### config.mk
export PLATFORM = sky130hd
export DESIGN_NAME = i2c_wiper_slave
export DESIGN_NICKNAME = d
export VERILOG_FILES = /design/src/rtl/wiper_pkg.sv /design/src/rtl/i2c_line_sampler.sv /design/src/rtl/i2c_frame_engine.sv /design/src/rtl/wiper_reg_bank.sv /design/src/rtl/i2c_wiper_slave.sv
export SDC_FILE = /design/constraint.sdc
export NUM_CORES = 1
export LEC_CHECK = 0
export ABC_AREA = 1
export CELL_PAD_IN_SITES_DETAIL_PLACEMENT = 1
export CELL_PAD_IN_SITES_GLOBAL_PLACEMENT = 2
export CORE_UTILIZATION = 33
export CTS_CLUSTER_DIAMETER = 60
export DETAILED_ROUTE_END_ITERATION = 6
export HOLD_SLACK_MARGIN = 0.02
export PLACE_DENSITY_LB_ADDON = 0.1
export RECOVER_POWER = 25
export REMOVE_ABC_BUFFERS = 1
export SLEW_MARGIN = 15
export SYNTH_ARGS = -nofsm -noshare
export SYNTH_HDL_FRONTEND = slang
export SYNTH_SLANG_ARGS = --single-unit
export TNS_END_PERCENT = 100
### constraint.sdc
create_clock -name clk_i -period 2.2 [get_ports clk_i]
set_input_delay 0.44 -clock clk_i [delete_from_list [all_inputs] [get_ports clk_i]]
set_output_delay 0.44 -clock clk_i [all_outputs]
set_load 0.03 [all_outputs]
### src/rtl/wiper_pkg.sv
package wiper_pkg;
  localparam int BYTE_W = 8;
  localparam int CNT_W  = 4;
  localparam logic [4:0] DEV_ID = 5'b01011;
  localparam logic [BYTE_W-1:0] MID_CODE = 8'h80;

  typedef enum logic [2:0] {S_IDLE, S_ADDR, S_INSTR, S_DATA, S_READ, S_SKIP} phase_e;

  typedef struct packed {
    logic chan;
    logic mid;
    logic off;
    logic o2;
    logic o1;
  } instr_t;
endpackage

### src/rtl/i2c_line_sampler.sv
module i2c_line_sampler #(
  parameter int SYNC_N = 2
) (
  input  logic clk_i,
  input  logic rst_ni,
  input  logic scl_i,
  input  logic sda_i,
  output logic sda_o,
  output logic scl_rise_o,
  output logic scl_fall_o,
  output logic start_o,
  output logic stop_o
);
  logic [SYNC_N-1:0] scl_s, sda_s;
  logic scl_p, sda_p, scl_q;

  always_ff @(posedge clk_i or negedge rst_ni) begin
    if (!rst_ni) begin
      scl_s <= '1;
      sda_s <= '1;
      scl_p <= 1'b1;
      sda_p <= 1'b1;
    end else begin
      scl_s <= {scl_s[SYNC_N-2:0], scl_i};
      sda_s <= {sda_s[SYNC_N-2:0], sda_i};
      scl_p <= scl_s[SYNC_N-1];
      sda_p <= sda_s[SYNC_N-1];
    end
  end

  assign scl_q      = scl_s[SYNC_N-1];
  assign sda_o      = sda_s[SYNC_N-1];
  assign scl_rise_o = scl_q & ~scl_p;
  assign scl_fall_o = ~scl_q & scl_p;
  assign start_o    = scl_q & scl_p & sda_p & ~sda_o;
  assign stop_o     = scl_q & scl_p & ~sda_p & sda_o;
endmodule

### src/rtl/i2c_frame_engine.sv
module i2c_frame_engine
  import wiper_pkg::*;
(
  input  logic              clk_i,
  input  logic              rst_ni,
  input  logic              scl_rise_i,
  input  logic              scl_fall_i,
  input  logic              start_i,
  input  logic              stop_i,
  input  logic              sda_i,
  input  logic [1:0]        dev_lo_i,
  input  logic [BYTE_W-1:0] rd_data_i,
  output logic              sda_drive_o,
  output logic              instr_we_o,
  output instr_t            instr_o,
  output logic              data_we_o,
  output logic [BYTE_W-1:0] data_o
);
  phase_e             phase;
  logic [CNT_W-1:0]   cnt;
  logic [BYTE_W-1:0]  sh, tx;
  logic               rw, nack, ack_ok;

  // cnt: 0..7 bits, 8 byte done, 9 ack driven, 10 ack clock seen
  assign ack_ok  = (phase != S_ADDR) || (sh[7:1] == {DEV_ID, dev_lo_i});
  assign data_o  = sh;
  assign instr_o = instr_t'(sh[7:3]);

  always_ff @(posedge clk_i or negedge rst_ni) begin
    if (!rst_ni) begin
      phase <= S_IDLE;
      cnt <= '0;
      sh <= '0;
      tx <= '0;
      rw <= 1'b0;
      nack <= 1'b0;
      sda_drive_o <= 1'b0;
      instr_we_o <= 1'b0;
      data_we_o <= 1'b0;
    end else begin
      instr_we_o <= 1'b0;
      data_we_o  <= 1'b0;
      if (start_i) begin
        phase <= S_ADDR;
        cnt <= '0;
        sda_drive_o <= 1'b0;
      end else if (stop_i) begin
        phase <= S_IDLE;
        cnt <= '0;
        sda_drive_o <= 1'b0;
      end else begin
        unique case (phase)
          S_ADDR, S_INSTR, S_DATA: begin
            if (scl_rise_i) begin
              if (cnt < CNT_W'(8)) begin
                sh  <= {sh[BYTE_W-2:0], sda_i};
                cnt <= cnt + 1'b1;
              end else if (cnt == CNT_W'(9)) begin
                cnt <= CNT_W'(10);
                if (phase == S_ADDR)  rw <= sh[0];
                if (phase == S_INSTR) instr_we_o <= 1'b1;
                if (phase == S_DATA)  data_we_o <= 1'b1;
              end
            end else if (scl_fall_i) begin
              if (cnt == CNT_W'(8)) begin
                if (ack_ok) begin
                  sda_drive_o <= 1'b1;
                  cnt <= CNT_W'(9);
                end else begin
                  phase <= S_SKIP;
                end
              end else if (cnt == CNT_W'(10)) begin
                cnt <= '0;
                if (phase == S_ADDR && rw) begin
                  phase <= S_READ;
                  tx <= rd_data_i;
                  sda_drive_o <= ~rd_data_i[7];
                end else begin
                  sda_drive_o <= 1'b0;
                  phase <= (phase == S_ADDR) ? S_INSTR :
                           (phase == S_INSTR) ? S_DATA : S_SKIP;
                end
              end
            end
          end
          S_READ: begin
            if (scl_rise_i) begin
              if (cnt < CNT_W'(8)) cnt <= cnt + 1'b1;
              else if (cnt == CNT_W'(9)) begin
                nack <= sda_i;
                cnt <= CNT_W'(10);
              end
            end else if (scl_fall_i) begin
              if (cnt != '0 && cnt < CNT_W'(8)) begin
                tx <= {tx[BYTE_W-2:0], 1'b0};
                sda_drive_o <= ~tx[6];
              end else if (cnt == CNT_W'(8)) begin
                sda_drive_o <= 1'b0;
                cnt <= CNT_W'(9);
              end else if (cnt == CNT_W'(10)) begin
                cnt <= '0;
                if (nack) phase <= S_SKIP;
                else begin
                  tx <= rd_data_i;
                  sda_drive_o <= ~rd_data_i[7];
                end
              end
            end
          end
          default: ;
        endcase
      end
    end
  end
endmodule

### src/rtl/wiper_reg_bank.sv
module wiper_reg_bank
  import wiper_pkg::*;
#(
  parameter int NUM_CH = 2
) (
  input  logic              clk_i,
  input  logic              rst_ni,
  input  logic              instr_we_i,
  input  instr_t            instr_i,
  input  logic              data_we_i,
  input  logic [BYTE_W-1:0] data_i,
  input  logic              shdn_ni,
  output logic [BYTE_W-1:0] wiper_o [NUM_CH],
  output logic [NUM_CH-1:0] shut_o,
  output logic [1:0]        gpo_o,
  output logic [BYTE_W-1:0] rd_data_o
);
  localparam int SEL_W = $clog2(NUM_CH);

  logic [SEL_W-1:0]  sel;
  logic [NUM_CH-1:0] off_q;

  always_ff @(posedge clk_i or negedge rst_ni) begin
    if (!rst_ni) begin
      sel   <= '0;
      gpo_o <= '0;
    end else if (instr_we_i) begin
      sel   <= SEL_W'(instr_i.chan);
      gpo_o <= {instr_i.o2, instr_i.o1};
    end
  end

  for (genvar c = 0; c < NUM_CH; c++) begin : g_ch
    logic hit_instr, hit_data;
    assign hit_instr = instr_we_i && (SEL_W'(instr_i.chan) == SEL_W'(c));
    assign hit_data  = data_we_i && (sel == SEL_W'(c));

    always_ff @(posedge clk_i or negedge rst_ni) begin
      if (!rst_ni) begin
        wiper_o[c] <= MID_CODE;
        off_q[c]   <= 1'b0;
      end else begin
        if (hit_instr) begin
          off_q[c] <= instr_i.off;
          if (instr_i.mid) wiper_o[c] <= MID_CODE;
        end
        if (hit_data) wiper_o[c] <= data_i;
      end
    end
    assign shut_o[c] = off_q[c] | ~shdn_ni;
  end

  assign rd_data_o = wiper_o[sel];
endmodule

### src/rtl/i2c_wiper_slave.sv
module i2c_wiper_slave
  import wiper_pkg::*;
#(
  parameter int SYNC_N = 2
) (
  input  logic       clk_i,
  input  logic       rst_ni,
  input  logic       scl_i,
  input  logic       sda_i,
  output logic       sda_drive_o,
  input  logic [1:0] addr_sel_i,
  input  logic       shdn_ni,
  output logic [7:0] wiper_c1_o,
  output logic [7:0] wiper_c2_o,
  output logic [1:0] shut_o,
  output logic [1:0] gpo_o
);
  localparam int NUM_CH = 2;

  logic sda_q, scl_rise, scl_fall, start_w, stop_w;
  logic instr_we, data_we;
  instr_t instr;
  logic [BYTE_W-1:0] data_w, rd_data;
  logic [BYTE_W-1:0] wiper [NUM_CH];

  i2c_line_sampler #(.SYNC_N(SYNC_N)) u_samp (
    .clk_i, .rst_ni, .scl_i, .sda_i,
    .sda_o(sda_q), .scl_rise_o(scl_rise), .scl_fall_o(scl_fall),
    .start_o(start_w), .stop_o(stop_w)
  );

  i2c_frame_engine u_eng (
    .clk_i, .rst_ni,
    .scl_rise_i(scl_rise), .scl_fall_i(scl_fall),
    .start_i(start_w), .stop_i(stop_w), .sda_i(sda_q),
    .dev_lo_i(addr_sel_i), .rd_data_i(rd_data),
    .sda_drive_o, .instr_we_o(instr_we), .instr_o(instr),
    .data_we_o(data_we), .data_o(data_w)
  );

  wiper_reg_bank #(.NUM_CH(NUM_CH)) u_bank (
    .clk_i, .rst_ni,
    .instr_we_i(instr_we), .instr_i(instr),
    .data_we_i(data_we), .data_i(data_w),
    .shdn_ni, .wiper_o(wiper), .shut_o, .gpo_o, .rd_data_o(rd_data)
  );

  assign wiper_c1_o = wiper[0];
  assign wiper_c2_o = wiper[1];
endmodule

==> flow_metrics.py <==
metrics = {
    "outcome": {
        "outcome": "completed",
    },
    "floorplanning": {
        "ios": 28,
        "die_y_um": 91.36,
        "dieWidth_um": 91.36,
        "start_util_pct": 34.10,
        "core-area_um2": 7727,
        "die_area_um2": 8347,
        "rows": 32,
    },
    "cts": {
        "cts.repair.resized": 0,
        "clkLatencyLatePin_ns": 0.31,
        "clk_root_buffer_cell": "clkbuf_8",
        "cts_hold_buffers": 0,
        "clk_pin_slew_worst_paths_ns": 0.09,
        "postCtsSetupBuffers": 0,
        "ctsHtreeMaxLevel": 2,
        "cts_tree": "built",
        "cts-buffers-inserted": 5,
        "clockBufferDepth": 2,
        "clock-sinks": 54,
    },
    "yosys": {
        "mappedNetlistArea_um2": 2635,
        "yosys.area.top_type": "dfrtp_1",
        "syn_inst": 325,
        "yosysWarnings": 0,
        "netlist.area_leader.share_pct": 43.68,
        "ys.flop_type": "dfrtp_1",
        "synth-seq-area-share_pct": 51.66,
        "ys_types": 29,
        "synth_edf_count": 0,
        "avgSynthCellArea_um2": 8.108,
        "synth_area_leaders": "dfrtp_1 (44%), nand2_1 (13%), dfstp_2 (8.0%)",
        "synth-seq-cells": 54,
        "synth-async-reset-ratio_pct": 100.0,
    },
    "detailed_routing": {
        "dr_wl_met2_mm": 3.043,
        "drtAntennaViolNets": 0,
        "drc": 0,
        "top_layer_used": "met4",
        "firstDrtPassIters": 4,
        "drtIter0Drc": 94,
        "num_vias": 2271,
        "wl_met3_um": 169,
        "wl_met1_mm": 3.461,
        "finalWirelength_mm": 6.723,
        "vias_per_cell": 4.884,
        "wire_per_inst_um": 14.46,
    },
    "timing": {
        "skew_ns": 0.01189,
        "fmax_mhz": 493.5,
        "rsz0062_at_grt": "no",
        "slew_viol_final": 0,
        "setup_violations": 0,
        "hold_viol": 0,
        "min_period_over_period_pct": 92.11,
        "fin_tns_setup_ns": 0,
        "worstMarginPinSlew_ns": 1.339,
        "timing.final.ws_setup_ns": 0.1736,
        "max_slew_margin_pct": 10.75,
        "period_needed_ns": 2.026,
    },
    "final_layout": {
        "drive_gt1_share_pct": 9.366,
        "nets": 373,
        "seq_area_um2": 1361,
        "syn2layout_area_growth_pct": 20.09,
        "fillCellCount": 944,
        "fin_util_pct": 40.95,
        "multi_input_area_um2": 1104,
        "design_area_um2": 3164,
        "antenna_cells": 0,
    },
    "setup_path": {
        "cp-start-kind": "input pin",
        "path_max_fanout": 2,
        "crit_type": "input pin to output port",
        "rr_worst_depth": 8,
        "max_stage_delay_ns": 0.66,
        "crit_top_cell": "clkdlybuf4s50_1",
        "cp_slowest_cell": "clkdlybuf4s50_1",
        "end_kind": "output port",
        "cp_data_required_time_ns": 1.76,
        "cp.arrival_ns": 1.59,
        "cp_cell_sequence": "clkdlybuf4s50_1 > nand2_1 > clkdlybuf4s50_1",
    },
    "place": {
        "post-place-ws_ns": 0.1575,
        "hpwl_mm": 5.109,
        "gp_congestion": 0.7658,
        "port-buffer-count": 27,
        "placed_cell_area_um2": 3069,
    },
    "min_path": {
        "min_path_cells": 0,
        "hold_class": "flop to flop",
    },
    "power_and_ir_drop": {
        "leakagePower_nw": 1.423,
        "ir_worst_vdd_mv": 0.3200,
        "power_density_nw_per_um2": 1010,
        "power_mw": 3.195,
    },
    "global_route": {
        "antenna_found_initial": 0,
        "grt_pass1_wl_mm": 11.72,
        "grt_overflow": 0,
        "grt_pass1_vias": 2411,
        "grt_max_degree": 25,
        "grtUsageTotal_pct": 17.90,
    },
    "run": {
        "cap_violations": 0,
    },
}
## synthesized netlist by cell type (2+ instances only)
master and count:
nor2_1 27, ha_1 4, nor3_1 2, dfrtp_1 46, nor2_2 3, dfstp_2 8
nand2_2 3, nand4_1 4, nand2_1 91, a21oi_1 9, nand3_1 16, a31oi_1 3
clkbuf_1 2, nand3_2 2, o22ai_1 8, inv_2 2, o21ai_1 7, inv_1 37
o211ai_1 8, o21ai_0 34
## path summary, 6_finish.rpt
check	from	to	slack, ns
setup / recovery	shdn_ni	shut_o[0]	0.17
hold / removal	u_samp.sda_s[0]$_DFF_PN1_	u_samp.sda_s[1]$_DFF_PN1_	0.36
setup reg to reg	u_eng.cnt[0]$_DFFE_PN0P_	u_eng.tx[3]$_DFFE_PN0P_	0.30
hold reg to reg	u_samp.sda_s[0]$_DFF_PN1_	u_samp.sda_s[1]$_DFF_PN1_	0.36
max in group asynchronous	rst_ni	u_eng.sda_drive_o$_DFFE_PN0P_	0.51
min in group asynchronous	rst_ni	u_bank.wiper_o[3]$_DFFE_PN0P_	0.41
## metrics by stage
step | std cells | hold WS (ns)
floorplan | 321 | 0.1444
global placement | 457 | 0.3462
detailed placement | 457 | 0.3469
CTS | 465 | 0.1354
global route | 465 | 0.3736
finish | 465 | 0.3650
## power breakdown
part	leakage [nW]	switching [mW]	internal, mW
clock	0.0554	0.339	0.343
combinational	0.656	0.796	0.390
sequential	0.712	0.151	1.18
total	1.42	1.29	1.91
## cell usage in the layout, fill, tap and decap left out, types with 4 or more instances in the layout
cell type / n
inv_1: 37
nand4_1: 4
o22ai_1: 8
nand2_1: 91
nor2_1: 27
dfrtp_1: 46
ha_1: 4
o21ai_0: 34
o21ai_1: 7
o211ai_1: 8
dfstp_2: 6
nand3_1: 16
a21oi_1: 9
clkdlybuf4s50_1: 24
clkbuf_8: 5
buf_4: 6
## flip-flops by register name (all words and copies together), names as in the netlist, 2 cells and up
register / cells
u_samp.scl_s: 2
u_samp.sda_s: 2
u_bank.gpo_o: 2
u_eng.cnt: 4
u_eng.tx: 7
u_eng.data_o: 8
u_bank.wiper_o: 16
u_eng.phase: 3
u_bank.off_q: 2
## layer usage
metal  vias to the layer above  track usage [%]
met5                         -                0
met4                         0            3.704
met3                         5            3.434
met2                        25            29.17
met1                      1104            24.72
li1                       1137                -
## worst max-delay path: cells and delay by family
| kind | cells | cell delay [ns] |
|---|---|---|
| buffers and inverters | 2 | 1.07 |
| AND/OR/NAND/NOR | 1 | 0.07 |
## kinds of logic after synthesis
| family | after synthesis | share of synthesized area (%) |
|---|---|---|
| adders and majority gates | 4 | 1.899 |
| DFF | 54 | 51.66 |
| and+or+nand+nor | 151 | 24.26 |
| AOI/OAI and AO/OA | 72 | 15.38 |
| buffers and inverters | 43 | 6.458 |
| xor gates and xnor gates | 1 | 0.3324 |
## cell type report
type	count	share of cell area, %
Clock buffer	6	2.293
Tap cell	102	4.033
Sequential cell	54	43.02
Timing Repair Buffer	34	9.925
Clock inverter	2	1.226
Multi-Input combinational cell	228	34.88
Inverter	39	4.626
(Power assumes the default switching activity.)
